--- config.mk ---
export PLATFORM = sky130hd
export DESIGN_NAME = mel_band_accum
export DESIGN_NICKNAME = d
export VERILOG_FILES = /design/src/rtl/mel_pkg.sv /design/src/rtl/mel_coef_rom.sv /design/src/rtl/mel_spec_buf.sv /design/src/rtl/mel_mac.sv /design/src/rtl/mel_band_accum.sv
export SDC_FILE = /design/constraint.sdc
export NUM_CORES = 2
export LEC_CHECK = 0
export BUFFER_PORTS_ARGS = -buffer_cell sky130_fd_sc_hd__buf_2
export CORE_MARGIN = 2
export CORE_UTILIZATION = 50
export DETAILED_ROUTE_END_ITERATION = 8
export PLACE_DENSITY = 0.68
export SYNTH_ARGS = -nofsm -noshare
export SYNTH_HDL_FRONTEND = slang
export SYNTH_SLANG_ARGS = --single-unit
--- constraint.sdc ---
create_clock -name clk -period 8.1 [get_ports clk]
set_input_delay 0.81 -clock clk [delete_from_list [all_inputs] [get_ports clk]]
set_output_delay 0.81 -clock clk [all_outputs]
set_load 0.01 [all_outputs]
--- src/rtl/mel_pkg.sv ---
package mel_pkg;

  typedef enum logic [2:0] {
    ST_IDLE, ST_LOOKUP, ST_SETUP, ST_RUN, ST_DRAIN, ST_EMIT, ST_FIN
  } mel_state_t;

  // first bin of band k (empty band stored as 1 > 0)
  function automatic int band_lo(int k, int step, int nbins, int empty_k);
    if (k == empty_k) return 1;
    if (k * step > nbins - 1) return nbins - 1;
    return k * step;
  endfunction

  function automatic int band_hi(int k, int step, int nbins, int empty_k);
    int h;
    if (k == empty_k) return 0;
    h = k * step + 2 * step;
    if (h > nbins - 1) h = nbins - 1;
    return h;
  endfunction

  function automatic int band_len(int k, int step, int nbins, int empty_k);
    int lo;
    int hi;
    lo = band_lo(k, step, nbins, empty_k);
    hi = band_hi(k, step, nbins, empty_k);
    if (lo > hi) return 0;
    return hi - lo + 1;
  endfunction

  function automatic int total_wgts(int nb, int step, int nbins, int empty_k);
    int s;
    s = 0;
    for (int k = 0; k < nb; k++) s += band_len(k, step, nbins, empty_k);
    return s;
  endfunction

  function automatic int tri_shape(int j, int step);
    int a;
    int b;
    a = j + 1;
    b = 2 * step + 1 - j;
    return (a < b) ? a : b;
  endfunction

  // weight stored at packed position g
  function automatic int wgt_at(int g, int nb, int step, int nbins, int empty_k);
    int base;
    int len;
    base = 0;
    for (int k = 0; k < nb; k++) begin
      len = band_len(k, step, nbins, empty_k);
      if (g >= base && g < base + len)
        return tri_shape(g - base, step) * (32767 / (step + 1));
      base += len;
    end
    return 0;
  endfunction

endpackage

--- src/rtl/mel_coef_rom.sv ---
module mel_coef_rom #(
  parameter int NUM_BANDS  = 8,
  parameter int NUM_BINS   = 32,
  parameter int STEP       = 4,
  parameter int EMPTY_BAND = 3,
  parameter int WGT_W      = 16,
  parameter int BAND_W     = 3,
  parameter int BIN_W      = 5,
  parameter int PTR_W      = 6
) (
  input  logic              clk,
  input  logic [BAND_W-1:0] band_addr,
  input  logic [PTR_W-1:0]  wptr,
  output logic [BIN_W-1:0]  lo_q,
  output logic [BIN_W-1:0]  hi_q,
  output logic [WGT_W-1:0]  wgt_q
);
  localparam int BAND_D = 2 ** BAND_W;
  localparam int WGT_D  = 2 ** PTR_W;

  logic [BIN_W-1:0] lo_tab [BAND_D];
  logic [BIN_W-1:0] hi_tab [BAND_D];
  logic [WGT_W-1:0] w_tab  [WGT_D];

  for (genvar k = 0; k < BAND_D; k++) begin : g_span
    if (k < NUM_BANDS) begin : g_real
      assign lo_tab[k] = BIN_W'(mel_pkg::band_lo(k, STEP, NUM_BINS, EMPTY_BAND));
      assign hi_tab[k] = BIN_W'(mel_pkg::band_hi(k, STEP, NUM_BINS, EMPTY_BAND));
    end else begin : g_pad
      assign lo_tab[k] = BIN_W'(1);
      assign hi_tab[k] = '0;
    end
  end

  for (genvar g = 0; g < WGT_D; g++) begin : g_wgt
    assign w_tab[g] = WGT_W'(mel_pkg::wgt_at(g, NUM_BANDS, STEP, NUM_BINS, EMPTY_BAND));
  end

  always_ff @(posedge clk) begin
    lo_q  <= lo_tab[band_addr];
    hi_q  <= hi_tab[band_addr];
    wgt_q <= w_tab[wptr];
  end
endmodule

--- src/rtl/mel_spec_buf.sv ---
module mel_spec_buf #(
  parameter int DATA_W = 32,
  parameter int BIN_W  = 5
) (
  input  logic              clk,
  input  logic              we,
  input  logic [BIN_W-1:0]  waddr,
  input  logic [DATA_W-1:0] wdata,
  input  logic [BIN_W-1:0]  raddr,
  output logic [DATA_W-1:0] rdata
);
  localparam int DEPTH = 2 ** BIN_W;

  logic [DATA_W-1:0] mem [DEPTH];

  always_ff @(posedge clk) begin
    if (we) mem[waddr] <= wdata;
    rdata <= mem[raddr];
  end
endmodule

--- src/rtl/mel_mac.sv ---
module mel_mac #(
  parameter int DATA_W = 32,
  parameter int WGT_W  = 16,
  parameter int ACC_W  = 64,
  parameter int FRAC   = 15
) (
  input  logic                     clk,
  input  logic                     rst,
  input  logic                     clr,
  input  logic                     in_v,
  input  logic signed [DATA_W-1:0] samp,
  input  logic [WGT_W-1:0]         wgt,
  output logic signed [DATA_W-1:0] energy
);
  localparam int PROD_W = DATA_W + WGT_W + 1;
  localparam int TOP_W  = ACC_W - DATA_W + 1;

  logic signed [PROD_W-1:0] prod;
  logic signed [ACC_W-1:0]  acc;
  logic signed [ACC_W-1:0]  shv;
  logic [TOP_W-1:0]         top_bits;

  assign prod = samp * $signed({1'b0, wgt});

  always_ff @(posedge clk) begin
    if (rst || clr) acc <= '0;
    else if (in_v)  acc <= acc + {{(ACC_W-PROD_W){prod[PROD_W-1]}}, prod};
  end

  assign shv      = acc >>> FRAC;
  assign top_bits = shv[ACC_W-1:DATA_W-1];

  always_comb begin
    if ((&top_bits) || !(|top_bits)) energy = shv[DATA_W-1:0];
    else if (shv[ACC_W-1])           energy = {1'b1, {(DATA_W-1){1'b0}}};
    else                             energy = {1'b0, {(DATA_W-1){1'b1}}};
  end

  // a clear with no accumulate leaves an empty sum
  a_r1_clear_zero: assert property (@(posedge clk) disable iff (rst)
    clr && !in_v |=> acc == '0);

  // saturation never flips the sign of the sum
  a_r4_sign_kept: assert property (@(posedge clk) disable iff (rst)
    energy[DATA_W-1] == acc[ACC_W-1]);
endmodule

--- src/rtl/mel_band_accum.sv ---
module mel_band_accum #(
  parameter int NUM_BANDS  = 8,
  parameter int NUM_BINS   = 32,
  parameter int DATA_W     = 32,
  parameter int WGT_W      = 16,
  parameter int ACC_W      = 64,
  parameter int FRAC       = 15,
  parameter int STEP       = 4,
  parameter int EMPTY_BAND = 3,
  parameter int BAND_W     = (NUM_BANDS > 1) ? $clog2(NUM_BANDS) : 1,
  parameter int BIN_W      = (NUM_BINS > 1) ? $clog2(NUM_BINS) : 1
) (
  input  logic              clk,
  input  logic              rst,
  input  logic              start,
  input  logic              wr_en,
  input  logic [BIN_W-1:0]  wr_addr,
  input  logic [DATA_W-1:0] wr_data,
  output logic              out_valid,
  output logic [BAND_W-1:0] out_band,
  output logic [DATA_W-1:0] out_energy,
  output logic              done
);
  import mel_pkg::*;

  localparam int WTOT  = total_wgts(NUM_BANDS, STEP, NUM_BINS, EMPTY_BAND);
  localparam int PTR_W = $clog2(WTOT + 1);
  localparam logic [BAND_W-1:0] LAST_BAND = BAND_W'(NUM_BANDS - 1);

  mel_state_t        st;
  logic [BAND_W-1:0] band;
  logic [BIN_W-1:0]  bin;
  logic [BIN_W-1:0]  hi_r;
  logic [PTR_W-1:0]  wptr;
  logic              iss_v;
  logic              iss_last;

  logic [BIN_W-1:0]  lo_q;
  logic [BIN_W-1:0]  hi_q;
  logic [WGT_W-1:0]  wgt_q;
  logic [DATA_W-1:0] samp_q;
  logic [DATA_W-1:0] energy;
  logic              buf_we;
  logic              mac_clr;

  assign buf_we  = wr_en && (st == ST_IDLE);
  assign mac_clr = (st == ST_EMIT) || (st == ST_IDLE && start);

  mel_coef_rom #(
    .NUM_BANDS(NUM_BANDS), .NUM_BINS(NUM_BINS), .STEP(STEP),
    .EMPTY_BAND(EMPTY_BAND), .WGT_W(WGT_W), .BAND_W(BAND_W),
    .BIN_W(BIN_W), .PTR_W(PTR_W)
  ) u_rom (
    .clk(clk), .band_addr(band), .wptr(wptr),
    .lo_q(lo_q), .hi_q(hi_q), .wgt_q(wgt_q)
  );

  mel_spec_buf #(.DATA_W(DATA_W), .BIN_W(BIN_W)) u_buf (
    .clk(clk), .we(buf_we), .waddr(wr_addr), .wdata(wr_data),
    .raddr(bin), .rdata(samp_q)
  );

  mel_mac #(.DATA_W(DATA_W), .WGT_W(WGT_W), .ACC_W(ACC_W), .FRAC(FRAC)) u_mac (
    .clk(clk), .rst(rst), .clr(mac_clr), .in_v(iss_v),
    .samp(samp_q), .wgt(wgt_q), .energy(energy)
  );

  always_ff @(posedge clk) begin
    if (rst) begin
      st         <= ST_IDLE;
      band       <= '0;
      bin        <= '0;
      hi_r       <= '0;
      wptr       <= '0;
      iss_v      <= 1'b0;
      iss_last   <= 1'b0;
      out_valid  <= 1'b0;
      out_band   <= '0;
      out_energy <= '0;
      done       <= 1'b0;
    end else begin
      out_valid <= 1'b0;
      done      <= 1'b0;
      iss_v     <= 1'b0;
      iss_last  <= 1'b0;
      unique case (st)
        ST_IDLE: begin
          if (start) begin
            band <= '0;
            wptr <= '0;
            st   <= ST_LOOKUP;
          end
        end
        ST_LOOKUP: st <= ST_SETUP;
        ST_SETUP: begin
          if (lo_q > hi_q) begin
            st <= ST_EMIT;
          end else begin
            bin  <= lo_q;
            hi_r <= hi_q;
            st   <= ST_RUN;
          end
        end
        ST_RUN: begin
          iss_v    <= 1'b1;
          iss_last <= (bin == hi_r);
          bin      <= bin + 1'b1;
          wptr     <= wptr + 1'b1;
          if (bin == hi_r) st <= ST_DRAIN;
        end
        ST_DRAIN: if (iss_last) st <= ST_EMIT;
        ST_EMIT: begin
          out_valid  <= 1'b1;
          out_band   <= band;
          out_energy <= energy;
          if (band == LAST_BAND) begin
            st <= ST_FIN;
          end else begin
            band <= band + 1'b1;
            st   <= ST_LOOKUP;
          end
        end
        ST_FIN: begin
          done <= 1'b1;
          st   <= ST_IDLE;
        end
        default: st <= ST_IDLE;
      endcase
    end
  end

  // done only right after the final band beat
  a_r6_done_after_last: assert property (@(posedge clk) disable iff (rst)
    done |-> $past(out_valid) && $past(out_band) == LAST_BAND);

  // beats are single-cycle
  a_r5_single_beat: assert property (@(posedge clk) disable iff (rst)
    out_valid |=> !out_valid);

  // a running pass never restarts from band 0
  a_r7_no_restart: assert property (@(posedge clk) disable iff (rst)
    (st != ST_IDLE && st != ST_FIN) |=> band >= $past(band));

  // an empty span goes straight to reporting with no MAC work
  a_r3_empty_skip: assert property (@(posedge clk) disable iff (rst)
    (st == ST_SETUP && lo_q > hi_q) |=> st == ST_EMIT && !iss_v);

  // the weight pointer stays inside the packed table
  a_r2_ptr_in_table: assert property (@(posedge clk) disable iff (rst)
    iss_v |-> $past(wptr) < PTR_W'(WTOT));
endmodule

==> impl_metrics.ini <==
[logic_synthesis]
async_flop_share_pct = 0
synth_edf_count = 1024
synth_warnings = 0
synth.area.top_cells = edfxtp_1 (47%), fa_1 (12%), mux4_2 (11%), dfxtp_1 (5.2%), ha_1 (4.9%)
synth_top_area_cell = edfxtp_1
synth_area_mm2 = 0.0652
synthDistinctLibCells = 82
ys_seq_elements = 1194
synth.net_count = 5281
yosys-top-cells-count = edfxtp_1 (1,024), inv_1 (590), fa_1 (387)
yosysSeqAreaShare_pct = 52.4
syn_inst = 4600
synth-main-ff-cell = edfxtp_1
yosysTopAreaCellShare_pct = 47.2
yosys.cell_count.top_type = edfxtp_1
avgSynthCellArea_um2 = 14.2

[sta]
worst_pin_slew_ns = 1.00
period_share_pct = 104
post-route-min-period_ns = 8.39
finalSetupViolations = 13
hold_viol_final = 0
setup_ws_ns = -0.286
max_slew_margin_pct = 33.1
drv_slew = 0
clock.fmax_mhz = 119
grt_setup_unrepaired = true
worst_clock_skew_ns = 0.105

[placement]
gp_congestion = 0.969
numPortBuffers = 77
dpl.hpwl_mm = 109
dp_slack_ns = -0.721

[cts]
cts_buffer_depth = 3
cts_tree = built
cts_buffers = 117
cts-root-buf = clkbuf_16
clk_pin_slew_ns = 0.06
cts.sink_count = 1194
h-tree-depth = 3
worstSkewPairLatency_ns = 0.79

[min_path]
hold_class = flop to flop

[pwr]
vdd_drop_max_uv = 558
power_leakage_nw = 29.8
p_total_mw = 28.5
power_density_mw_per_mm2 = 366

[worst_setup_path]
setup.worst_path.class = flop to flop
worst_ep_required_time_ns = 8.76
crit_family = adder cells
path_buf_inv = 7
slowest_delay_ns = 0.53
start_kind = flop
crit_path_top_delay_cell = fa_1
arrival_ns = 9.05
endpoint_kind = flop
critPathMaxFanout = 8
cp_common_cell = fa_1

[floorplan]
die_y_um = 365
start_util_pct = 50.3
die_area_mm2 = 0.133
ioPinCount = 78
die_x_um = 365
rows = 132
core_mm2 = 0.129

[grt]
antenna_found_initial = 15
grt_overflow = 0
grt_pass1_vias = 41300
grt_start_max_net_pins = 138
grt_usage_pct = 25.6
grt_pass1_wl_mm = 254

[final_layout]
area_growth_syn_to_layout_pct = 19.3
multi_input_area_mm2 = 0.0297
fillers = 9938
regArea_mm2 = 0.0342
drive_above_1_share_pct = 29.6
finalNetCount = 5928

[routing]
num_vias = 40200
avgRoutedWirePerCell_um = 24.0
detail-route-antenna-nets = 0
vias_per_cell = 5.67
drc_errors = 0
finalWirelength_mm = 170
drt_iter0_drc = 3773
drt-pass1-iter-count = 5

[run]
cap_violations = 0

[outcome]
violations = setup timing
status = finished, violations left
==> registers in the layout, indices dropped and copies added, names as in the netlist, 4 cells and up <==
name,count
out_energy,32
u_rom.lo_q,4
u_mac.acc,64
wptr,6
u_buf.rdata,32
u_buf.mem,1024
u_rom.hi_q,4
bin,5
u_rom.wgt_q,6
hi_r,4
==> tightest hold or removal path: cells and delay by family (launching register included) <==
kind,cells,cell delay [ns]
AOI/OAI and AO/OA,1,0.05
DFF,1,0.31
and+or+nand+nor,1,0.05
==> path summary, 6_finish.rpt <==
kind	start	to	slack, ns	depth (start not counted)
setup reg to reg	u_rom.wgt_q[12]$_DFF_P_	u_mac.acc[63]$_SDFFE_PP0P_	-0.29	37
hold / removal	out_band[0]$_SDFFE_PP0P_	out_band[0]$_SDFFE_PP0P_	0.46	2
hold reg to reg	out_band[0]$_SDFFE_PP0P_	out_band[0]$_SDFFE_PP0P_	0.46	2
setup / recovery	u_rom.wgt_q[12]$_DFF_P_	u_mac.acc[63]$_SDFFE_PP0P_	-0.29	37
==> layout by cell type (no fill, tap or decap), drive strengths merged, types with 45 or more instances in the layout <==
| cell type | synthesis | final |
|---|---|---|
| edfxtp | 1024 | 1024 |
| buf | 37 | 717 |
| inv | 590 | 594 |
| fa | 387 | 387 |
| mux4 | 321 | 321 |
| nand2 | 298 | 298 |
| ha | 253 | 253 |
| nor2 | 236 | 236 |
| a21oi | 182 | 182 |
| dfxtp | 170 | 170 |
| clkbuf | 153 | 156 |
| o21ai | 113 | 113 |
| xnor2 | 92 | 92 |
| xor2 | 73 | 73 |
| nor3 | 70 | 70 |
| o21bai | 61 | 61 |
| a21o | 57 | 57 |
| mux2i | 53 | 53 |
| a211oi | 50 | 50 |
| clkinv | 1 | 48 |
| nand3 | 45 | 45 |
==> logic make-up after synthesis <==
| kind of cell | Yosys count | synth area share, % |
|---|---|---|
| DFF | 1194 | 52.4 |
| and+or+nand+nor | 816 | 5.66 |
| AOI/OAI and AO/OA | 597 | 5.97 |
| adders and majority gates | 640 | 16.7 |
| muxes | 407 | 12.5 |
| xor gates and xnor gates | 165 | 2.22 |
| buffers and inverters | 781 | 4.53 |
==> where the power goes <==
part | switching (mW) | internal (mW)
Clock | 2.40 | 3.02
Sequential | 0.0429 | 6.72
Combinational | 8.27 | 7.99
Total | 10.7 | 17.7
==> layer usage <==
layer | routed length, µm | vias up | GRT usage (%)
li1 | - | 18000 | -
met2 | 85000 | 1555 | 43.6
met1 | 67600 | 20500 | 34.0
met5 | 13 | - | 0
met4 | 5080 | 2 | 7.25
met3 | 12500 | 273 | 4.29
==> per-stage QoR <==
| step | util [%] | instances | setup TNS, ns | hold WS (ns) | cell area (µm²) |
|---|---|---|---|---|---|
| 4_1_cts | 59.3 | 7066 | -1.87 | 0.447 | 76800 |
| 5_1_grt | 60.1 | 7092 | -8.76 | 0.487 | 77800 |
| 3_5_place_dp | 55.5 | 6820 | -10.30 | 0.448 | 71900 |
| 3_3_place_gp | 55.5 | 6820 | -9.48 | 0.443 | 71900 |
| 6_report | 60.1 | 7094 | -1.60 | 0.456 | 77800 |
| 2_1_floorplan | - | 4600 | 0 | 0.419 | 65300 |
==> final cells by class <==
type                       instances  area share (%)
antenna                            4          0.0129
clock buffer                     155            4.03
clock inverter                    65           0.875
inverter                         591            2.86
multi-input combinational       2625            38.2
sequential                      1194            44.0
tap                             1742            2.80
timing repair buffer             718            7.21
==> repair_timing <==
action | in CTS | in global routing
hold buffers | 0 | 0
setup buffers | 25 | 29
pin swaps | 114 | 114
cloned | 1 | 1
gates resized for setup | 221 | 194
endpoints found under the setup margin | 32 | 34
Power figures use the tool's default switching activity.
